File: config.mk
export PLATFORM = sky130hd
export DESIGN_NAME = lane_pol_detect
export DESIGN_NICKNAME = d
export VERILOG_FILES = /design/src/rtl/lpd_pkg.sv /design/src/rtl/lpd_os_track.sv /design/src/rtl/lpd_id_class.sv /design/src/rtl/lpd_vote.sv /design/src/rtl/lpd_out_stage.sv /design/src/rtl/lane_pol_detect.sv
export SDC_FILE = /design/constraint.sdc
export NUM_CORES = 1
export LEC_CHECK = 0
export CAP_MARGIN = 20
export CORE_AREA = 3 3 46 48
export CTS_BUF_LIST = sky130_fd_sc_hd__clkbuf_8
export CTS_CLUSTER_SIZE = 25
export DETAILED_ROUTE_END_ITERATION = 8
export DIE_AREA = 0 0 49 51
export HOLD_SLACK_MARGIN = 0.1
export PLACE_DENSITY_LB_ADDON = 0.2
export SYNTH_ARGS = -nofsm -noshare
export SYNTH_HDL_FRONTEND = slang
export SYNTH_HIERARCHICAL = 1
export SYNTH_SLANG_ARGS = --single-unit
File: constraint.sdc
create_clock -name clk -period 3.6 [get_ports clk]
set_input_delay 0.72 -clock clk [delete_from_list [all_inputs] [get_ports clk]]
set_output_delay 0.72 -clock clk [all_outputs]
set_load 0.05 [all_outputs]
File: src/rtl/lpd_pkg.sv
package lpd_pkg;
   typedef enum logic [1:0] {
      ID_NONE   = 2'd0,
      ID_NORMAL = 2'd1,
      ID_INVERT = 2'd2
   } id_kind_e;

   typedef struct packed {
      id_kind_e kind;
      logic     ts2;
   } id_cls_t;
endpackage

File: src/rtl/lpd_os_track.sv
module lpd_os_track #(
   parameter int          DW       = 8,
   parameter logic [DW-1:0] COM_SYM = 8'hBC,
   parameter int          ID_FIRST = 6,
   parameter int          ID_LAST  = 15
) (
   input  logic          clk,
   input  logic          rst_n,
   input  logic          abort,
   input  logic          sym_vld,
   input  logic          sym_k,
   input  logic [DW-1:0] sym_in,
   output logic          id_slot,
   output logic          id_first,
   output logic          id_last
);
   localparam int PW = $clog2(ID_LAST + 1);

   logic [PW-1:0] pos_q;
   logic          in_set_q;
   logic          is_com;
   logic          active;

   assign is_com = sym_vld && sym_k && (sym_in == COM_SYM);
   assign active = sym_vld && in_set_q && !is_com;

   always_ff @(posedge clk) begin
      if (!rst_n || abort) begin
         pos_q    <= '0;
         in_set_q <= 1'b0;
      end else if (is_com) begin
         pos_q    <= PW'(1);
         in_set_q <= 1'b1;
      end else if (active) begin
         if (pos_q == PW'(ID_LAST)) begin
            in_set_q <= 1'b0;
         end else begin
            pos_q <= pos_q + PW'(1);
         end
      end
   end

   assign id_slot  = active && (pos_q >= PW'(ID_FIRST)) && (pos_q <= PW'(ID_LAST));
   assign id_first = id_slot && (pos_q == PW'(ID_FIRST));
   assign id_last  = id_slot && (pos_q == PW'(ID_LAST));
endmodule

File: src/rtl/lpd_id_class.sv
module lpd_id_class
   import lpd_pkg::*;
#(
   parameter int            DW     = 8,
   parameter logic [DW-1:0] TS1_ID = 8'h4A,
   parameter logic [DW-1:0] TS2_ID = 8'h45
) (
   input  logic          sym_k,
   input  logic [DW-1:0] sym_in,
   output id_cls_t       cls
);
   localparam logic [DW-1:0] TS1_INV = ~TS1_ID;
   localparam logic [DW-1:0] TS2_INV = ~TS2_ID;

   always_comb begin
      cls.kind = ID_NONE;
      cls.ts2  = (sym_in == TS2_ID) || (sym_in == TS2_INV);
      if (!sym_k) begin
         if (sym_in == TS1_ID || sym_in == TS2_ID) begin
            cls.kind = ID_NORMAL;
         end else if (sym_in == TS1_INV || sym_in == TS2_INV) begin
            cls.kind = ID_INVERT;
         end
      end
   end
endmodule

File: src/rtl/lpd_vote.sv
module lpd_vote
   import lpd_pkg::*;
#(
   parameter bit TYPE_MATCH = 1'b1
) (
   input  logic    clk,
   input  logic    rst_n,
   input  logic    abort,
   input  logic    wipe,
   input  logic    id_slot,
   input  logic    id_first,
   input  logic    id_last,
   input  id_cls_t cls,
   output logic    pol_flag
);
   logic run_ok_q;
   logic run_ts2_q;
   logic type_ok;
   logic ok_now;

   generate
      if (TYPE_MATCH) begin : g_typed
         assign type_ok = (cls.ts2 == run_ts2_q);
      end else begin : g_untyped
         assign type_ok = 1'b1;
      end
   endgenerate

   assign ok_now = (cls.kind == ID_INVERT) && (id_first || (run_ok_q && type_ok));

   always_ff @(posedge clk) begin
      if (!rst_n || abort) begin
         run_ok_q  <= 1'b0;
         run_ts2_q <= 1'b0;
      end else if (id_slot) begin
         run_ok_q <= ok_now;
         if (id_first) begin
            run_ts2_q <= cls.ts2;
         end
      end
   end

   always_ff @(posedge clk) begin
      if (!rst_n || wipe) begin
         pol_flag <= 1'b0;
      end else if (id_last && ok_now) begin
         pol_flag <= 1'b1;
      end
   end
endmodule

File: src/rtl/lpd_out_stage.sv
module lpd_out_stage #(
   parameter int DW = 8
) (
   input  logic          clk,
   input  logic          rst_n,
   input  logic          inv,
   input  logic          sym_vld,
   input  logic          sym_k,
   input  logic [DW-1:0] sym_in,
   output logic          vld_out,
   output logic          sym_k_out,
   output logic [DW-1:0] sym_out
);
   logic [DW-1:0] fixed;

   generate
      for (genvar b = 0; b < DW; b++) begin : g_bit
         assign fixed[b] = sym_in[b] ^ inv;
      end
   endgenerate

   always_ff @(posedge clk) begin
      if (!rst_n) begin
         vld_out   <= 1'b0;
         sym_k_out <= 1'b0;
         sym_out   <= '0;
      end else begin
         vld_out   <= sym_vld;
         sym_k_out <= sym_k;
         sym_out   <= fixed;
      end
   end
endmodule

File: src/rtl/lane_pol_detect.sv
module lane_pol_detect
   import lpd_pkg::*;
#(
   parameter int            DW         = 8,
   parameter logic [DW-1:0] COM_SYM    = 8'hBC,
   parameter logic [DW-1:0] TS1_ID     = 8'h4A,
   parameter logic [DW-1:0] TS2_ID     = 8'h45,
   parameter int            ID_FIRST   = 6,
   parameter int            ID_LAST    = 15,
   parameter bit            TYPE_MATCH = 1'b1
) (
   input  logic          clk,
   input  logic          rst_n,
   input  logic          retrain,
   input  logic          train_act,
   input  logic          sym_vld,
   input  logic          sym_k,
   input  logic [DW-1:0] sym_in,
   output logic          vld_out,
   output logic          sym_k_out,
   output logic [DW-1:0] sym_out,
   output logic          pol_inv
);
   localparam int ID_COUNT = ID_LAST - ID_FIRST + 1;

   generate
      if (ID_FIRST < 1 || ID_COUNT < 1) begin : g_bad_window
         $error("identifier window must follow the comma and be non-empty");
      end
      if (DW < 2) begin : g_bad_width
         $error("symbol width too small");
      end
      if (TS1_ID == TS2_ID || TS1_ID == ~TS2_ID) begin : g_bad_ids
         $error("identifier codes must be distinguishable");
      end
   endgenerate

   logic    abort;
   logic    id_slot;
   logic    id_first;
   logic    id_last;
   id_cls_t cls;

   assign abort = retrain || !train_act;

   lpd_os_track #(
      .DW(DW), .COM_SYM(COM_SYM), .ID_FIRST(ID_FIRST), .ID_LAST(ID_LAST)
   ) u_track (
      .clk(clk), .rst_n(rst_n), .abort(abort),
      .sym_vld(sym_vld), .sym_k(sym_k), .sym_in(sym_in),
      .id_slot(id_slot), .id_first(id_first), .id_last(id_last)
   );

   lpd_id_class #(
      .DW(DW), .TS1_ID(TS1_ID), .TS2_ID(TS2_ID)
   ) u_class (
      .sym_k(sym_k), .sym_in(sym_in), .cls(cls)
   );

   lpd_vote #(
      .TYPE_MATCH(TYPE_MATCH)
   ) u_vote (
      .clk(clk), .rst_n(rst_n), .abort(abort), .wipe(retrain),
      .id_slot(id_slot), .id_first(id_first), .id_last(id_last),
      .cls(cls), .pol_flag(pol_inv)
   );

   lpd_out_stage #(
      .DW(DW)
   ) u_out (
      .clk(clk), .rst_n(rst_n), .inv(pol_inv),
      .sym_vld(sym_vld), .sym_k(sym_k), .sym_in(sym_in),
      .vld_out(vld_out), .sym_k_out(sym_k_out), .sym_out(sym_out)
   );
endmodule

Word-level counts from Yosys, hierarchy flattened --
Index checks and enable logic that the tools add are counted.
Word-level totals: memory bits (read-only) 0, output and inout port bits 11, bits in registers 18, bits in writable memories 0, latch bits 0, memories kept 0, logic and storage cells 68
Cells by class: shift-type cells 0, order comparisons 2, bitwise operators 9, mux-type cells 9, reductions and logical operators 28, $add $sub $neg 1, eq/ne operators 10, multiply operators 0, divide/modulo/power cells 0
Operators with widths (count):
- $eq A8 B8 Y1 const B | 3
- $eq A8 B7 Y1 const B | 2
- $logic_and A1 B1 Y1 | 11
- $reduce_and A2 Y1 | 4
- $xor A1 B1 Y1 | 8
- $logic_or A1 B1 Y1 | 7
- $mux W1 | 6
- $mux W2 | 3
- $add A4 B1 Y4 const B | 1
- $eq A4 B3 Y1 const B | 1
- $eq A4 B4 Y1 const B | 1
- $ge A4 B3 Y1 const B | 1
- $le A4 B4 Y1 const B | 1
- $reduce_bool A2 Y1 | 2
- $logic_not A1 Y1 | 3
- $eq A2 B2 Y1 const B | 1
- $ne A2 B1 Y1 const B | 1
- $reduce_or A2 Y1 | 1
- $eq A1 B1 Y1 | 1
- $not A1 Y1 | 1

Depth between registers and ports, before layout --
Gate-level depths: netlist (run 1).
depth after elaboration 10, depth in mapped cells 7

Hierarchy --
Netlist (run 1), hierarchy kept.
Modules (own cells, without submodules):
- lpd_out_stage | area an instance 344.1 µm², cells an instance 29, sequential area each 200.2 µm², times used 1
- lpd_os_track | area an instance 326.6 µm², cells an instance 36, sequential area each 100.1 µm², times used 1
- lpd_vote | area an instance 150.1 µm², cells an instance 17, sequential area each 60.1 µm², times used 1
- lpd_id_class | area an instance 71.3 µm², cells an instance 7, sequential area each 0.0 µm², times used 1
- lane_pol_detect | area an instance 6.3 µm², cells an instance 1, sequential area each 0.0 µm², times used 1

Least setup slack after synthesis (run 1) --
OpenSTA, ideal clock, no wires.
kind input port to flip-flop, start point input port sym_in[5], end point register u_vote.pol_flag, library setup time 125 ps, arrival 1901 ps, path buffers 0, stages 5, setup slack 1574 ps, cells stage by stage or4b_4 o22ai_1 xnor2_1 a211oi_1 nor4b_2
RTL lines:
- start: declaration | RTL line lane_pol_detect.sv:18 | input logic [DW-1:0] sym_in,
- end signal: assignment | RTL line lpd_vote.sv:45 | pol_flag <= 1'b0;
- end signal: assignment | RTL line lpd_vote.sv:47 | pol_flag <= 1'b1;
- end: declaration | RTL line lpd_vote.sv:14 | output logic pol_flag

Final worst setup path (run 1) --
start point register u_vote.pol_flag, end point output port pol_inv
RTL lines:
- end: declaration | RTL line lane_pol_detect.sv:22 | output logic pol_inv
No word-level cell between the ends.

==> summary.txt, run 1 <==
Cells and area
  – Finished Layout Cells: roughly 140
  – Utilization after layout: 0.6953
  – Share of final-layout standard cells stronger than drive strength 1: 0.1026
  – Number of antenna cells inserted: 0
  – Total number of nets in the final design: 134
  – Area growth from synthesis to layout: 35.10%

Synth
  – Commonest cells in the synthesized netlist: sky130_fd_sc_hd__dfxtp_1 (18), sky130_fd_sc_hd__and2_1 (11), sky130_fd_sc_hd__xor2_1 (8), sky130_fd_sc_hd__a21oi_1 (6), sky130_fd_sc_hd__nand2_1 (6)
  – Number of flops mapped to enable cells by yosys: 0
  – Proportion of netlist area held by the largest area contributor: 0.4011
  – Top area cells in the synthesized netlist: sky130_fd_sc_hd__dfxtp_1 (40%), sky130_fd_sc_hd__xor2_1 (7.8%), sky130_fd_sc_hd__and2_1 (7.7%), sky130_fd_sc_hd__a21oi_1 (3.3%), sky130_fd_sc_hd__xnor2_1 (2.9%)
  – Flip-flop cell with the highest count after synthesis: sky130_fd_sc_hd__dfxtp_1
  – Number of warning messages in the yosys log: 6
  – Main combinational cell family by area after synthesis: simple AND/OR/NAND/NOR gates
  – Mux share of post-synthesis cell area: 0
  – Summed instance area of the synthesized netlist: between 800 and 900 um^2
  – Xor and xnor area share after synthesis: 0.1072
  – Cell accounting for the most synthesized area: sky130_fd_sc_hd__dfxtp_1
  – Number of synthesized register bits: 18
  – Synth async-reset ratio: 0
  – Synth Net Count: approximately 110
  – Synthesized area divided by synthesized cell count: 9.982 um^2
  – Cell count after synthesis: 90
  – Adder-cell share of the synthesized area: 0.02786
  – Proportion of synthesized chip area in sequential cells: 0.4011
  – Most numerous cell in the Yosys netlist: sky130_fd_sc_hd__dfxtp_1
  – Simple-Gate Fraction of Synth Area: 0.2953
  – Post-synthesis cell type count: 32
  – Area fraction in compound gates after synthesis: 0.1518

STA
  – Min Hold Slack: roughly 0.47 ns
  – Count of endpoints failing hold in the final timing report: 0
  – Highest attainable clock frequency: roughly 0.40 GHz
  – Final critical path time including I/O delays and setup: around 2.5 ns
  – Clock skew after layout: between 0.001 and 0.0015 ns
  – Worst-Margin Slew: 0.5222 ns
  – Number of pins with negative max-slew slack in the final report: 0
  – Fraction of the cycle the final worst path needs: 0.6997
  – # setup viols final: 0
  – Setup TNS: 0 ns
  – Worst slew margin: 0.6514
  – Unrepaired setup endpoints after global routing: false

Clock network
  – Clock tree from TritonCTS: built
  – Post-CTS Resized: 0
  – Number of buffers created by CTS: 3
  – Clock Root Buffer: sky130_fd_sc_hd__clkbuf_8
  – Clock transition at the registers of the reported paths: roughly 0.070 ns
  – Number of hold buffers added after cts: 0
  – Worst skew pair latency: ~0.24 ns
  – Buffers inserted by post-CTS timing repair: 0
  – CTS sink cnt: 18
  – CTS H-tree lvls: 1
  – Buffers from clock root to sink, at most: 2

Critical path
  – Cell breakdown of the critical path: clkdlybuf4s50_1
  – Delay of the slowest critical-path stage: around 0.9 ns
  – Data arrival time of the critical path: roughly 1.8 ns
  – Maximum fanout count along the critical path: 11
  – Cell depth of the worst setup path: 1
  – Required time reported for the critical path endpoint: roughly 2.9 ns
  – Number of buffer and inverter stages on the critical path: 1
  – Startpoint kind of the worst setup timing path: flip-flop
  – Crit. End Element: output port
  – Length in cells of the worst reg-to-reg path: 5
  – Type of the setup path with the least slack: reg2out
  – Kind of cell adding the most delay to the critical path: buffers and inverters
  – Master of the slowest instance on the critical path: sky130_fd_sc_hd__clkdlybuf4s50_1

Drt
  – Routed len/inst: around 12 um
  – First drt pass iteration count: 4
  – Total number of vias: 733
  – Total length of routed wires: roughly 1700 um
  – DR DRC count: 0
  – Number of vias per cell: between 5 and 6
  – Initial detailed-routing violation count: 10
  – Antenna Violating Nets Remaining: 0

Outcome
  – Status: finished, final reports clean

Pwr
  – Leakage power of the design: approximately 0.44 nW
  – Total power density per cell area: about 360 mW/mm^2
  – Maximum VDD drop: between 0.2 and 0.25 mV
  – Total power: approximately 0.43 mW

Global routing
  – Maximum number of pins on one net before global-route repair: 14
  – Overall routing resource usage: 0.1512
  – Global-route wire length before repair: between 2000 and 3000 um
  – Via count of the first global-routing pass: ~670
  – Initial antenna violation count: 0
  – Total grt overflow: 0

Worst hold path
  – Class of the most critical hold timing path: reg2reg
  – Hold-critical path depth: 2

Placed design
  – Port Buffer Count: 24
  – Cells after DPL: around 140
  – Placed wire-length estimate: about 1300 um
  – Final weighted congestion in routability-driven placement: about 0.84

Floorplan
  – Area inside the core boundary: between 0.0015 and 0.002 mm^2
  – Initial Util: 0.5147
  – Die width: 49 um
  – DIE HEIGHT: just over 50 um
  – Row Count: 15
  – Number of I/O pins: 25
  – DIE AREA: 0.002499 mm^2

Flow run
  – Count of maximum capacitance violations: 0
## logic make-up after synthesis
logic type	Yosys count
fa+ha+maj	2
flops	18
xor+xnor	11
simple gates	40
buf+inv	2
compound gates	17
## final timing paths
kind,startpoint,endpoint,slack (ns)
worst max-delay path,u_vote/pol_flag$_SDFFE_PP0P_,pol_inv,1.08
worst min-delay path,u_track/in_set_q$_SDFFE_PP0P_,u_track/in_set_q$_SDFFE_PP0P_,0.47
worst max register to register,u_track/pos_q[0]$_SDFFE_PP0P_,u_vote/pol_flag$_SDFFE_PP0P_,2.17
worst min register to register,u_track/in_set_q$_SDFFE_PP0P_,u_track/in_set_q$_SDFFE_PP0P_,0.47
## report_power, final
group,internal [mW],leakage (nW),switching (mW)
combinational,0.0301,0.268,0.0374
sequential,0.205,0.148,0.00127
clock,0.0969,0.0288,0.0634
total,0.332,0.445,0.102
## metal layers
metal,vias to the layer above,GRT usage,wire length [um]
li1,374,-,-
met1,337,0.1871,753
met2,20,0.2443,826
met3,2,0.04082,119
met4,0,0.07109,17
met5,-,0,0
## layout by cell type (no fill, tap or decap), drive strengths merged, types with 2 or more instances in the layout
cell,n
dfxtp,18
nor2b,2
o21a,2
ha,2
and3,2
clkdlybuf4s50,24
nand2,6
a211oi,4
and2,11
nand4bb,2
clkbuf,4
nor2,3
nand3,3
a21oi,6
xnor2,3
xor2,8
nand2b,3
## sequential cells by signal (all words and copies together) (netlist names)
register and count:
u_out/sym_k_out 1, u_out/sym_out 8, u_out/vld_out 1, u_track/in_set_q 1, u_track/pos_q 4, u_vote/pol_flag 1, u_vote/run_ok_q 1, u_vote/run_ts2_q 1
## layout make-up
type,count,area (um^2)
Sequential cell,18,360.3
Clock buffer,4,55.05
Tap cell,25,31.28
Multi-Input combinational cell,70,523.0
Fill cell,149,531.8
Inverter,1,3.754
Timing Repair Buffer,24,240.2
## through the flow
stage               cell area [um^2]  worst slack (ns)
floorplan                      898.4             1.574
CTS                             1214             1.073
finish                          1214             1.081
global route                    1214             1.004
detailed placement              1159            0.9755
global placement                1159             1.031
Power figures use the tool's default switching activity.
==> run 2, diff against run 1 <==
CORE_AREA = 3 3 48 50   (was 3 3 46 48)
DIE_AREA = 0 0 51 53   (was 0 0 49 51)
clock period = 2.5 ns   (was 3.6 ns; I/O delays follow)
==> run 2 against run 1 <==
Combinational power increased by 48%. Largest cell class unchanged. Clock power increased by 47%. Routed wire length increased by 12%. Flip-flop and latch count unchanged. Via count increased by 4.2%. Core utilization decreased by 5.7 points. Register-to-register slack got worse by 1.1 ns. Sequential share of layout area decreased by 0.60 points. Non-clock buffer count increased by 3. Critical path type is now in2reg. Clock skew decreased by 0.00058 ns. Highest routed layer unchanged. Count of clock-buffer cells in the layout unchanged.
==> summary.txt, run 2 (synthesis results as in run 1) <==
Cells and area
  – Share of final-layout standard cells stronger than drive strength 1: 0.1250 (+0.02244)
  – Largest reg by FF count: u_out/sym_out
  – Total number of nets in the final design: 137 (+2.2%)
  – Number of antenna cells inserted: 0 (unchanged)
  – Largest regs: u_out/sym_out: 8 flops, u_track/pos_q: 4 flops
  – Sequential standard cell area: 360.3 um^2 (unchanged)
  – Fill cell count: 173 (+16%)
  – Commonest non-fill, non-tap cell in the layout: sky130_fd_sc_hd__clkdlybuf4s50_1
  – Final design area excluding fillers: 0.001239 mm^2 (+2.1%)
  – Area growth from synthesis to layout: 37.88%
  – Max reg flops: 8 (unchanged)
  – Leading cell types in the layout, fill and taps excluded: sky130_fd_sc_hd__clkdlybuf4s50_1 (24), sky130_fd_sc_hd__dfxtp_1 (18), sky130_fd_sc_hd__and2_1 (11)
  – Multi-input gate area: 523.0 um^2 (unchanged)

Clock network
  – Clock tree from TritonCTS: built
  – CTS sink cnt: 18 (unchanged)
  – Worst skew pair latency: 0.25 ns (about the same)
  – CTS H-tree lvls: 1 (unchanged)
  – Number of buffers created by CTS: 3 (unchanged)
  – Buffers inserted by post-CTS timing repair: 0 (unchanged)
  – Number of hold buffers added after cts: 0 (unchanged)
  – Clock transition at the registers of the reported paths: 0.07 ns (about the same)
  – Clock Root Buffer: sky130_fd_sc_hd__clkbuf_8
  – Buffers from clock root to sink, at most: 2 (unchanged)
  – Post-CTS Resized: 0 (unchanged)

Floorplan
  – Die width: 51 um (+4.1%)
  – DIE AREA: 0.002703 mm^2 (+8.2%)
  – Area inside the core boundary: 0.001942 mm^2 (+11%)
  – Row Count: 16 (+1)
  – Initial Util: 0.4626 (-0.05207)
  – Number of I/O pins: 25 (unchanged)
  – DIE HEIGHT: 53 um (+3.9%)

Critical path
  – Crit. End Element: flip-flop
  – Data arrival time of the critical path: 2.30 ns (+0.50 ns)
  – Startpoint kind of the worst setup timing path: input port
  – Maximum fanout count along the critical path: 4 (-7)
  – Required time reported for the critical path endpoint: 2.64 ns (-0.24 ns)
  – Type of the setup path with the least slack: in2reg

STA
  – Fraction of the cycle the final worst path needs: 0.8626
  – Number of pins with negative max-slew slack in the final report: 0 (unchanged)
  – Highest attainable clock frequency: between 0.4 and 0.5 GHz
  – Final critical path time including I/O delays and setup: 2.156 ns
  – Min Hold Slack: 0.4574 ns (-0.009084 ns)
  – Count of endpoints failing hold in the final timing report: 0 (unchanged)
  – Worst slew margin: 0.6682 (+0.01681)
  – Unrepaired setup endpoints after global routing: false
  – Setup TNS: 0 ns (unchanged)
  – Worst-Margin Slew: 0.4961 ns (-0.02605 ns)
  – Clock skew after layout: 0.0005692 ns (-0.0005782 ns)
  – # setup viols final: 0 (unchanged)

Global routing
  – Maximum number of pins on one net before global-route repair: 13 (-1)
  – GR met2 Demand/Resource: 0.2768 (+0.03248)
  – Global-route met3 utilization: 0.03380 (-0.007014)
  – Total grt overflow: 0 (unchanged)
  – Initial antenna violation count: 0 (unchanged)
  – Highest-utilization routing layer at the global route stage: met2
  – Via count of the first global-routing pass: 730 (+9.8%)
  – Global-route wire length before repair: 3146 um (+7.3%)
  – Overall routing resource usage: 0.1598 (+0.008593)
  – Global routing usage on met1: 0.1761 (-0.01098)

Outcome
  – Status: finished, final reports clean

Pwr
  – Total power density per cell area: 511.1 mW/mm^2 (+43%)
  – Maximum VDD drop: 0.3535 mV (+64%)
  – Leakage power of the design: 0.4601 nW (+3.4%)

Drt
  – Antenna Violating Nets Remaining: 0 (unchanged)
  – Total number of vias: 764 (+4.2%)
  – Routed len/inst: 13.03 um (+7.7%)
  – Number of vias per cell: 5.197 (+0.68%)
  – Total length of routed wires: 1915 um (+12%)
  – Initial detailed-routing violation count: 13 (+3)
  – DR DRC count: 0 (unchanged)
  – First drt pass iteration count: 4 (unchanged)

Placed design
  – Area after detailed placement: 0.001184 mm^2 (+2.2%)
  – Port Buffer Count: 24 (unchanged)
  – Placed wire-length estimate: 1487 um (+16%)
  – Final weighted congestion in routability-driven placement: 0.7537 (-10%)

Flow run
  – Count of maximum capacitance violations: 0 (unchanged)

Worst hold path
  – Class of the most critical hold timing path: reg2reg
==> run 2: cell count changes in the layout (fill, tap and decap cells not counted), sizes merged <==
cell,before,now
buf,0,3
==> run 2: worst max-delay path, stage by stage <==
cell                              delay [ns]
sky130_fd_sc_hd__clkdlybuf4s50_1        0.47
sky130_fd_sc_hd__or4b_4                 0.58
sky130_fd_sc_hd__o22ai_1                0.25
sky130_fd_sc_hd__xnor2_1                0.13
sky130_fd_sc_hd__a211oi_1               0.29
sky130_fd_sc_hd__nor4b_2                0.07
==> run 2: stage by stage <==
step	std cells	setup slack, ns	power [mW]	utilization
6_report	147	0.3436	0.6331	0.6379
4_1_cts	147	0.3668	0.6439	0.6379
5_1_grt	147	0.2698	0.6614	0.6379
3_3_place_gp	143	0.1315	0.4024	0.6095
3_5_place_dp	143	0.08758	0.4043	0.6095
2_1_floorplan	90	0.6944	0.3518	-
==> run 2: where the power goes <==
part / leakage [nW] / internal, mW / switching, mW / total (mW)
clock network: 0.0288 / 0.140 / 0.0960 / 0.236
logic: 0.284 / 0.0454 / 0.0545 / 0.0999
registers: 0.148 / 0.295 / 0.00203 / 0.297
total: 0.460 / 0.481 / 0.153 / 0.633
==> run 2: final cells by class <==
cell class | instances | area share
flip-flops and latches | 18 | 0.2909
repair buffers | 27 | 0.2121
inverters | 1 | 0.003030
multi-input cells | 70 | 0.4222
clock buffers | 4 | 0.04444
well taps | 27 | 0.02727
==> run 2: per-layer routing <==
layer | vias up | routed length, um
li1 | 377 | -
met1 | 354 | 787
met2 | 30 | 964
met3 | 3 | 128
met4 | 0 | 34
met5 | - | 0
==> run 2: final timing paths <==
kind / startpoint / end / slack, ns / cells past startpoint
setup reg to reg: u_track/pos_q[0]$_SDFFE_PP0P_ / u_vote/run_ok_q$_SDFFE_PP0P_ / 1.06 / 7
hold / removal: u_track/in_set_q$_SDFFE_PP0P_ / u_track/in_set_q$_SDFFE_PP0P_ / 0.46 / 2
hold reg to reg: u_track/in_set_q$_SDFFE_PP0P_ / u_track/in_set_q$_SDFFE_PP0P_ / 0.46 / 2
setup / recovery: sym_in[5] / u_vote/pol_flag$_SDFFE_PP0P_ / 0.34 / 6
